### config.mk
export PLATFORM = sky130hd
export DESIGN_NAME = pwm_action_qual
export DESIGN_NICKNAME = d
export VERILOG_FILES = /design/src/rtl/pwm_aq_pkg.sv /design/src/rtl/pwm_aq_regs.sv /design/src/rtl/pwm_aq_force.sv /design/src/rtl/pwm_aq_chan.sv /design/src/rtl/pwm_action_qual.sv
export SDC_FILE = /design/constraint.sdc
export NUM_CORES = 1
export LEC_CHECK = 0
export BUFFER_PORTS_ARGS = -buffer_cell sky130_fd_sc_hd__buf_2
export CAP_MARGIN = 20
export CORE_MARGIN = 8
export CORE_UTILIZATION = 28
export CTS_CLUSTER_SIZE = 8
export DETAILED_ROUTE_END_ITERATION = 8
export MAX_ROUTING_LAYER = met4
export PLACE_DENSITY = 0.57
export REMOVE_ABC_BUFFERS = 1
export SKIP_LAST_GASP = 1
export SLEW_MARGIN = 40
export SYNTH_ARGS = -nofsm -noshare
export SYNTH_HDL_FRONTEND = slang
export SYNTH_HIERARCHICAL = 1
export SYNTH_SLANG_ARGS = --single-unit
### constraint.sdc
create_clock -name clk -period 2.8 [get_ports clk]
set_input_delay 0.56 -clock clk [delete_from_list [all_inputs] [get_ports clk]]
set_output_delay 0.56 -clock clk [all_outputs]
set_load 0.02 [all_outputs]
### src/rtl/pwm_aq_pkg.sv
package pwm_aq_pkg;

  localparam int AQ_NUM_OUT = 2;
  localparam int AQ_NUM_EVT = 4;
  localparam int AQ_FLD_W   = 2 * AQ_NUM_EVT;
  localparam int AQ_FRC_W   = 2 * AQ_NUM_OUT;
  localparam int AQ_ADDR_W  = $clog2(AQ_NUM_OUT + 2);
  localparam int AQ_ADDR_RELOAD = AQ_NUM_OUT;
  localparam int AQ_ADDR_FORCE  = AQ_NUM_OUT + 1;
  localparam int AQ_RELOAD_LSB  = 6;
  localparam int AQ_WORD_USED   = 10;

  typedef enum logic [1:0] {
    ACT_NONE   = 2'b00,
    ACT_LOW    = 2'b01,
    ACT_HIGH   = 2'b10,
    ACT_TOGGLE = 2'b11
  } act_e;

  typedef enum logic [1:0] {
    RL_ZERO = 2'b00,
    RL_PRD  = 2'b01,
    RL_BOTH = 2'b10,
    RL_IMM  = 2'b11
  } reload_e;

  // Events are indexed in priority order: 0 zero, 1 period, 2 cmp B, 3 cmp A.
  // Returns the bit position of that event's field in a written action word.
  function automatic int evt_src_lsb(int idx);
    case (idx)
      0:       evt_src_lsb = 0;
      1:       evt_src_lsb = 2;
      2:       evt_src_lsb = 8;
      default: evt_src_lsb = 4;
    endcase
  endfunction

endpackage

### src/rtl/pwm_aq_regs.sv
module pwm_aq_regs
  import pwm_aq_pkg::*;
#(
  parameter int DATA_W = 16
) (
  input  logic                                 clk,
  input  logic                                 rst,
  input  logic                                 wr_en,
  input  logic [AQ_ADDR_W-1:0]                 wr_addr,
  input  logic [DATA_W-1:0]                    wr_data,
  output logic [AQ_NUM_OUT-1:0][AQ_FLD_W-1:0] act_fields,
  output logic [1:0]                           reload_mode,
  output logic [AQ_FRC_W-1:0]                  force_shadow
);

  logic unused_hi_bits;
  assign unused_hi_bits = ^wr_data[DATA_W-1:AQ_WORD_USED];

  always_ff @(posedge clk) begin
    if (rst) begin
      act_fields   <= '0;
      reload_mode  <= RL_ZERO;
      force_shadow <= '0;
    end else if (wr_en) begin
      for (int o = 0; o < AQ_NUM_OUT; o++) begin
        if (wr_addr == AQ_ADDR_W'(o)) begin
          for (int i = 0; i < AQ_NUM_EVT; i++) begin
            act_fields[o][2*i +: 2] <= wr_data[evt_src_lsb(i) +: 2];
          end
        end
      end
      if (wr_addr == AQ_ADDR_W'(AQ_ADDR_RELOAD))
        reload_mode <= wr_data[AQ_RELOAD_LSB +: 2];
      if (wr_addr == AQ_ADDR_W'(AQ_ADDR_FORCE))
        force_shadow <= wr_data[AQ_FRC_W-1:0];
    end
  end

endmodule

### src/rtl/pwm_aq_force.sv
module pwm_aq_force
  import pwm_aq_pkg::*;
(
  input  logic                clk,
  input  logic                rst,
  input  logic                tick,
  input  logic                evt_zero,
  input  logic                evt_period,
  input  logic [1:0]          reload_mode,
  input  logic [AQ_FRC_W-1:0] force_shadow,
  output logic [AQ_FRC_W-1:0] force_act,
  output logic [AQ_FRC_W-1:0] force_eff
);

  logic load_now;

  always_comb begin
    load_now = 1'b0;
    if (tick) begin
      case (reload_e'(reload_mode))
        RL_ZERO: load_now = evt_zero;
        RL_PRD:  load_now = evt_period;
        RL_BOTH: load_now = evt_zero | evt_period;
        default: load_now = 1'b1;
      endcase
    end
  end

  // A code that loads in this tick already governs this tick's output.
  assign force_eff = load_now ? force_shadow : force_act;

  always_ff @(posedge clk) begin
    if (rst)           force_act <= '0;
    else if (load_now) force_act <= force_shadow;
  end

endmodule

### src/rtl/pwm_aq_chan.sv
module pwm_aq_chan
  import pwm_aq_pkg::*;
(
  input  logic                clk,
  input  logic                rst,
  input  logic                tick,
  input  logic [AQ_NUM_EVT-1:0] evts,
  input  logic [AQ_FLD_W-1:0] fields,
  input  logic [1:0]          force_code,
  output logic                level
);

  act_e sel;
  logic nxt;

  // Walk from lowest to highest priority so the highest live event wins.
  always_comb begin
    sel = ACT_NONE;
    for (int i = AQ_NUM_EVT - 1; i >= 0; i--) begin
      if (evts[i] && (fields[2*i +: 2] != ACT_NONE))
        sel = act_e'(fields[2*i +: 2]);
    end
  end

  always_comb begin
    case (force_code)
      2'b01:   nxt = 1'b0;
      2'b10:   nxt = 1'b1;
      default: begin
        case (sel)
          ACT_LOW:    nxt = 1'b0;
          ACT_HIGH:   nxt = 1'b1;
          ACT_TOGGLE: nxt = ~level;
          default:    nxt = level;
        endcase
      end
    endcase
  end

  always_ff @(posedge clk) begin
    if (rst)       level <= 1'b0;
    else if (tick) level <= nxt;
  end

endmodule

### src/rtl/pwm_action_qual.sv
module pwm_action_qual
  import pwm_aq_pkg::*;
#(
  parameter int DATA_W = 16
) (
  input  logic                 clk,
  input  logic                 rst,
  input  logic                 tick,
  input  logic                 evt_zero,
  input  logic                 evt_period,
  input  logic                 evt_cmpa_up,
  input  logic                 evt_cmpb_up,
  input  logic                 wr_en,
  input  logic [AQ_ADDR_W-1:0] wr_addr,
  input  logic [DATA_W-1:0]    wr_data,
  output logic                 pwm_a,
  output logic                 pwm_b
);

  logic [AQ_NUM_OUT-1:0][AQ_FLD_W-1:0] act_fields;
  logic [1:0]                          reload_mode;
  logic [AQ_FRC_W-1:0]                 force_shadow;
  logic [AQ_FRC_W-1:0]                 force_act;
  logic [AQ_FRC_W-1:0]                 force_eff;
  logic [AQ_NUM_EVT-1:0]               evts;
  logic [AQ_NUM_OUT-1:0]               levels;

  assign evts = {evt_cmpa_up, evt_cmpb_up, evt_period, evt_zero};

  pwm_aq_regs #(.DATA_W(DATA_W)) u_regs (
    .clk          (clk),
    .rst          (rst),
    .wr_en        (wr_en),
    .wr_addr      (wr_addr),
    .wr_data      (wr_data),
    .act_fields   (act_fields),
    .reload_mode  (reload_mode),
    .force_shadow (force_shadow)
  );

  pwm_aq_force u_force (
    .clk          (clk),
    .rst          (rst),
    .tick         (tick),
    .evt_zero     (evt_zero),
    .evt_period   (evt_period),
    .reload_mode  (reload_mode),
    .force_shadow (force_shadow),
    .force_act    (force_act),
    .force_eff    (force_eff)
  );

  for (genvar o = 0; o < AQ_NUM_OUT; o++) begin : g_chan
    pwm_aq_chan u_chan (
      .clk        (clk),
      .rst        (rst),
      .tick       (tick),
      .evts       (evts),
      .fields     (act_fields[o]),
      .force_code (force_eff[2*o +: 2]),
      .level      (levels[o])
    );
  end

  assign pwm_a = levels[0];
  assign pwm_b = levels[1];

endmodule

==> flow_metrics.tcl, run 1 <==
set metrics [dict create \
    status "finished clean" \
    required_ns 3.01 \
    cts_buffer_depth 2 \
    hold_slack_ns 0.477 \
    htreeDepth 1 \
    cts_tree "built" \
    start_util_pct 29.3 \
    die_w_um 92.1 \
    die_area_mm2 0.00848 \
    diodes 0 \
    area_growth_pct 14.2 \
    route.detailed.wl_per_inst_um 12.8 \
    hold_viol_final 0 \
    crit_path_end_kind "register" \
    hold_path_class "reg2reg" \
    setup_viol 0 \
    drc 0 \
    coreArea_mm2 0.00554 \
    synth_cells 169 \
    total_leakage_power_nw 0.785 \
    overflow 0 \
    path_buf_inv 1 \
    cts_resized 0 \
    rsz0062_at_grt "no" \
    antenna_found_initial 0 \
    ys_types 30 \
    grt_pass1_vias 1246 \
    drtAntennaViolNets 0 \
    routabilityCongestion 0.732 \
    power_density_mw_per_mm2 424 \
    root_buffer "clkbuf_8" \
    drt_pass1_iterations 4 \
    post-cts-setup-buffers 0 \
    num_io_pins 28 \
    ys_ff_latch 28 \
    synth_edf_count 0 \
    fin_crit_ns 2.24 \
    ys_seq_area_share_pct 34.6 \
    worst_path_largest_cell_delay_ns 0.39 \
    crit_arrival_ns 2.44 \
    async_flop_share_pct 0 \
    cts_hold_buffers 0 \
    track_usage_pct 8.52 \
    criticalPathCategory "reg2reg" \
    final_common_cell "nand2b_1" \
    grt_pass1_wl_um 5760 \
    tns_ns 0 \
    dpl_cell_area_mm2 0.00180 \
    maxCapViolations 0 \
    clkTransAtPathRegs_ns 0.10 \
    cp_max_fo 4 \
    crit_path_start_kind "register" \
    period_share_pct 80.0 \
    cp_top_family "multiplexers" \
    worst_pin_slew_ns 0.566 \
    design_area_mm2 0.00185 \
    yosys_warnings 6 \
    post-route-util_pct 33.4 \
    cts_sinks 28 \
    cts_made_buffers 3 \
    nets 223 \
    vias 1205 \
    viasPerCell 4.60 \
    die_y_um 92.1 \
    crit_slowest_cell "dfxtp_1" \
    syn_avg_cell_area_um2 9.60 \
    synth_flop_cell "dfxtp_1" \
    ir_worst_vdd_mv 0.212 \
    clock_latency_ns 0.27 \
    portBuffers 21 \
    final_cell_mix "42 x nand2b_1, 28 x mux2i_1, 28 x dfxtp_1, 21 x buf_2, 12 x nand2_1" \
    rows 27 \
    finalWirelength_um 3340 \
    slew_viol_final 0 \
    fmax_mhz 447 \
    drive_gt1_share_pct 17.9 \
    skew_ns 0.00444 \
    cp_cell_sequence "mux2_4 > o221ai_4 > mux2_2 > ha_1 > inv_1 > o31ai_1 > mux2i_1" \
    dp_hpwl_um 2570 \
    synth_area_mm2 0.00162 \
    grt_start_max_net_pins 45 \
    slew_headroom_pct 62.2 \
    drt-initial-drc-count 53 \
]
-- routing by layer --
layer	up-vias	global-route usage, %	part of all wire, %
li1	626	-	-
met3	2	2.04	2.6
met1	564	10.5	49
met5	-	-	0
met4	0	2.42	0.69
met2	13	13.5	47
-- worst paths after layout --
check                           cells past startpoint  slack, ns                                   to                               start
worst max-delay path                                7       0.56  g_chan[1].u_chan/level$_SDFFE_PP0P_  u_regs/reload_mode[0]$_SDFFE_PP0P_
worst min-delay path                                2       0.48      u_force/force_act[1]$_SDFF_PP0_     u_force/force_act[1]$_SDFF_PP0_
worst max register to register                      7       0.56  g_chan[1].u_chan/level$_SDFFE_PP0P_  u_regs/reload_mode[0]$_SDFFE_PP0P_
worst min register to register                      2       0.48      u_force/force_act[1]$_SDFF_PP0_     u_force/force_act[1]$_SDFF_PP0_
-- flip-flops by register name (all words and copies together), names as in the netlist --
signal and flops:
u_regs/reload_mode 2, u_regs/act_fields 16, u_regs/force_shadow 4, u_force/force_act 4
g_chan.u_chan/level 2
-- synthesized netlist by cell type, types with 3 or more instances --
library cell / n / area [um2]
ha_1: 6 / 75.1
nand2_1: 12 / 45.0
o21ai_0: 4 / 20.0
dfxtp_1: 28 / 561
mux2i_1: 28 / 280
nand2b_1: 42 / 263
nand3_1: 5 / 25.0
nand3b_1: 3 / 22.5
inv_1: 6 / 22.5
clkbuf_1: 3 / 11.3
-- where the power goes --
part	internal [mW]	leakage (nW)	total [mW]	switching, mW
clock	0.126	0.0288	0.249	0.124
sequential	0.411	0.227	0.419	0.00811
combinational	0.0590	0.529	0.116	0.0571
total	0.596	0.785	0.784	0.189
-- worst register-to-register path: stages (launching register included) --
cell and delay [ns]:
dfxtp_1 0.39, mux2_4 0.34, o221ai_4 0.24, mux2_2 0.38, ha_1 0.32, inv_1 0.05, o31ai_1 0.25, mux2i_1 0.21
-- stage by stage --
step,setup slack (ns),power [mW],std cells
2_1_floorplan,0.579,0.501,164
3_3_place_gp,0.300,0.545,258
3_5_place_dp,0.276,0.547,258
4_1_cts,0.522,0.801,262
5_1_grt,0.389,0.827,262
6_report,0.560,0.784,262
-- kinds of logic after synthesis --
| logic type | share of synthesized area (%) |
|---|---|
| AOI/OAI and AO/OA | 8.95 |
| adders and majority gates | 4.63 |
| DFF | 34.6 |
| buffers and inverters | 3.09 |
| muxes | 21.0 |
| and+or+nand+nor | 27.8 |
-- cell type report --
type                    instances  area (um2)
inverters                       6        22.5
multi-input cells             130        1010
flip-flops and latches         28         561
fillers                       596        3690
repair buffers                 22         113
clock buffers                   4        55.1
well taps                      72        90.1
Power figures use the tool's default switching activity.
==> inputs of run 2 (changes only) <==
- clock period: 2.8 -> 2.2 ns (I/O delays scaled with it)
==> run 2 against run 1 <==
Combinational power increased by 33%. Highest routed layer unchanged. Wire length decreased by 0.36%. First-iteration DRC count decreased by 19%. Fmax increased by 6.2%. Worst setup slack got worse by 0.47 ns. Sequential cell count unchanged. Sequential power increased by 27%. Critical path depth unchanged. Critical endpoint unchanged. Count of clock-buffer cells in the layout decreased by 1.
==> flow_metrics.tcl, run 2 (same netlist as run 1, synthesis figures left out) <==
set metrics [dict create \
    power_density_mw_per_mm2 514 \
    skew_ns 0.00320 \
    area_growth_pct 14.9 \
    seqPwrFrac_pct 55.6 \
    fillers 602 \
    drt_pass1_iterations 4 \
    status "finished clean" \
    die_area_mm2 0.00848 \
    die_y_um 92.1 \
    root_buffer "clkbuf_8" \
    criticalPathCategory "reg2reg" \
    cp_max_fo 4 \
    slew_headroom_pct 63.7 \
    final_cell_mix "42 x nand2b_1, 28 x mux2i_1, 27 x dfxtp_1, 21 x buf_2, 12 x nand2_1" \
    cp_top_family "multiplexers" \
    diodes 0 \
    crit_path_start_kind "register" \
    required_ns 2.40 \
    portBuffers 21 \
    overflow 0 \
    cp_cell_sequence "mux2_4 > o221ai_4 > mux2_2 > ha_1 > nor2_1 > a311o_1 > mux2i_1" \
    worst_path_largest_cell_delay_ns 0.37 \
    nets 224 \
    crit_slowest_cell "dfxtp_4" \
    crit_cells 7 \
    r2r_cells 7 \
    hold_slack_ns 0.412 \
    drt-initial-drc-count 43 \
    slew_viol_final 0 \
    drc 0 \
    final_common_cell "nand2b_1" \
    cts_sinks 28 \
    p_sw_share_pct 24.4 \
    p_sw_uw 234 \
    fmax_mhz 474 \
    drive_gt1_share_pct 20.0 \
    clock_latency_ns 0.26 \
    period_share_pct 95.9 \
    dp_hpwl_um 2530 \
    total_leakage_power_nw 0.783 \
    htreeDepth 1 \
    cts_buffer_depth 2 \
    antenna_found_initial 0 \
    fin_crit_ns 2.11 \
    largest_register_ffs 16 \
    ir_worst_vdd_mv 0.346 \
    cts_tree "built" \
    crit_path_end_kind "register" \
    finalWirelength_um 3330 \
    post-cts-setup-buffers 0 \
    pwr-share-comb_pct 16.0 \
    coreArea_mm2 0.00554 \
    reg_top3 "u_regs/act_fields x16, u_force/force_act x4, u_regs/force_shadow x4" \
    worst_pin_slew_ns 0.544 \
    hold_path_depth 3 \
    num_io_pins 28 \
    tns_ns 0 \
    grt_start_max_net_pins 45 \
    p_int_uw 723 \
    rows 27 \
    path_buf_inv 0 \
    hold_path_class "in2reg" \
    vias 1189 \
    cts_made_buffers 3 \
    setup_viol 0 \
    rsz0062_at_grt "no" \
    maxCapViolations 0 \
    viasPerCell 4.54 \
    top_register "u_regs/act_fields" \
    grt_pass1_wl_um 5520 \
    hold_viol_final 0 \
    die_w_um 92.1 \
    grt_pass1_vias 1199 \
    crit_arrival_ns 2.31 \
    drtAntennaViolNets 0 \
    start_util_pct 29.3 \
    clkTransAtPathRegs_ns 0.09 \
    track_usage_pct 8.17 \
    clkPwrFrac_pct 28.3 \
    route.detailed.wl_per_inst_um 12.7 \
    routabilityCongestion 0.734 \
]
## run 2: cell types whose count changed in the layout (fill, tap and decap cells not counted)
cell      change
o31ai_1       -2
mux2_1        -1
clkbuf_8      -1
mux2_4        +1
o31ai_2       +2
dfxtp_4       +1
dfxtp_1       -1
buf_4         +1
## run 2: power by group through the flow
| stage | combinational, mW | clock [mW] | sequential (mW) |
|---|---|---|---|
| 6_report | 0.154 | 0.271 | 0.532 |
| 5_1_grt | 0.170 | 0.305 | 0.535 |
| 4_1_cts | 0.152 | 0.285 | 0.533 |
| 3_5_place_dp | 0.151 | 0 | 0.545 |
| 3_3_place_gp | 0.150 | 0 | 0.545 |
| 2_1_floorplan | 0.0943 | 0 | 0.544 |
## run 2: cell type report
class,count,area (um2),area share [%]
clock buffer,3,41.3,2.22
multi-input combinational,130,1020,55.0
sequential,28,564,30.3
timing repair buffer,23,120,6.45
tap,72,90.1,4.84
inverter,6,22.5,1.21
## run 2: path summary, 6_finish.rpt
kind / slack (ns) / end / from
setup / recovery: 0.09 / g_chan[1].u_chan/level$_SDFFE_PP0P_ / u_regs/reload_mode[0]$_SDFFE_PP0P_
hold / removal: 0.41 / u_regs/reload_mode[0]$_SDFFE_PP0P_ / wr_data[6]
setup reg to reg: 0.09 / g_chan[1].u_chan/level$_SDFFE_PP0P_ / u_regs/reload_mode[0]$_SDFFE_PP0P_
hold reg to reg: 0.48 / u_regs/act_fields[6]$_SDFFE_PP0P_ / u_regs/act_fields[6]$_SDFFE_PP0P_
## run 2: layer usage
layer  vias to the layer above  routed length, um  GRT usage, %
li1                        628                  -             -
met1                       546               1630          10.2
met2                        13               1590          12.9
met3                         2                 87          2.12
met4                         0                 23          1.61
met5                         -                  0             -
## run 2: timing repair
action                                  in CTS  in global routing
endpoints found under the setup margin       2                  2
pin swaps                                    0                  1
resized for setup                            1                  4
hold buffers                                 0                  0
## run 2: per-stage QoR
stage / cells / setup WS [ns] / cell area [um2] / total power [mW] / utilization (%)
floorplan: 164 / 0.0989 / 1590 / 0.638 / -
global placement: 259 / -0.136 / 1800 / 0.694 / 32.6
detailed placement: 259 / -0.149 / 1800 / 0.696 / 32.6
CTS: 262 / 0.00305 / 1850 / 0.971 / 33.3
global route: 262 / 0.00143 / 1860 / 1.01 / 33.6
finish: 262 / 0.0913 / 1860 / 0.957 / 33.6
## run 2: worst min-delay path: cells and delay by family
family / cells / cell delay [ns]
and+or+nand+nor: 1 / 0.05
buffers and inverters: 1 / 0.09
muxes: 1 / 0.06
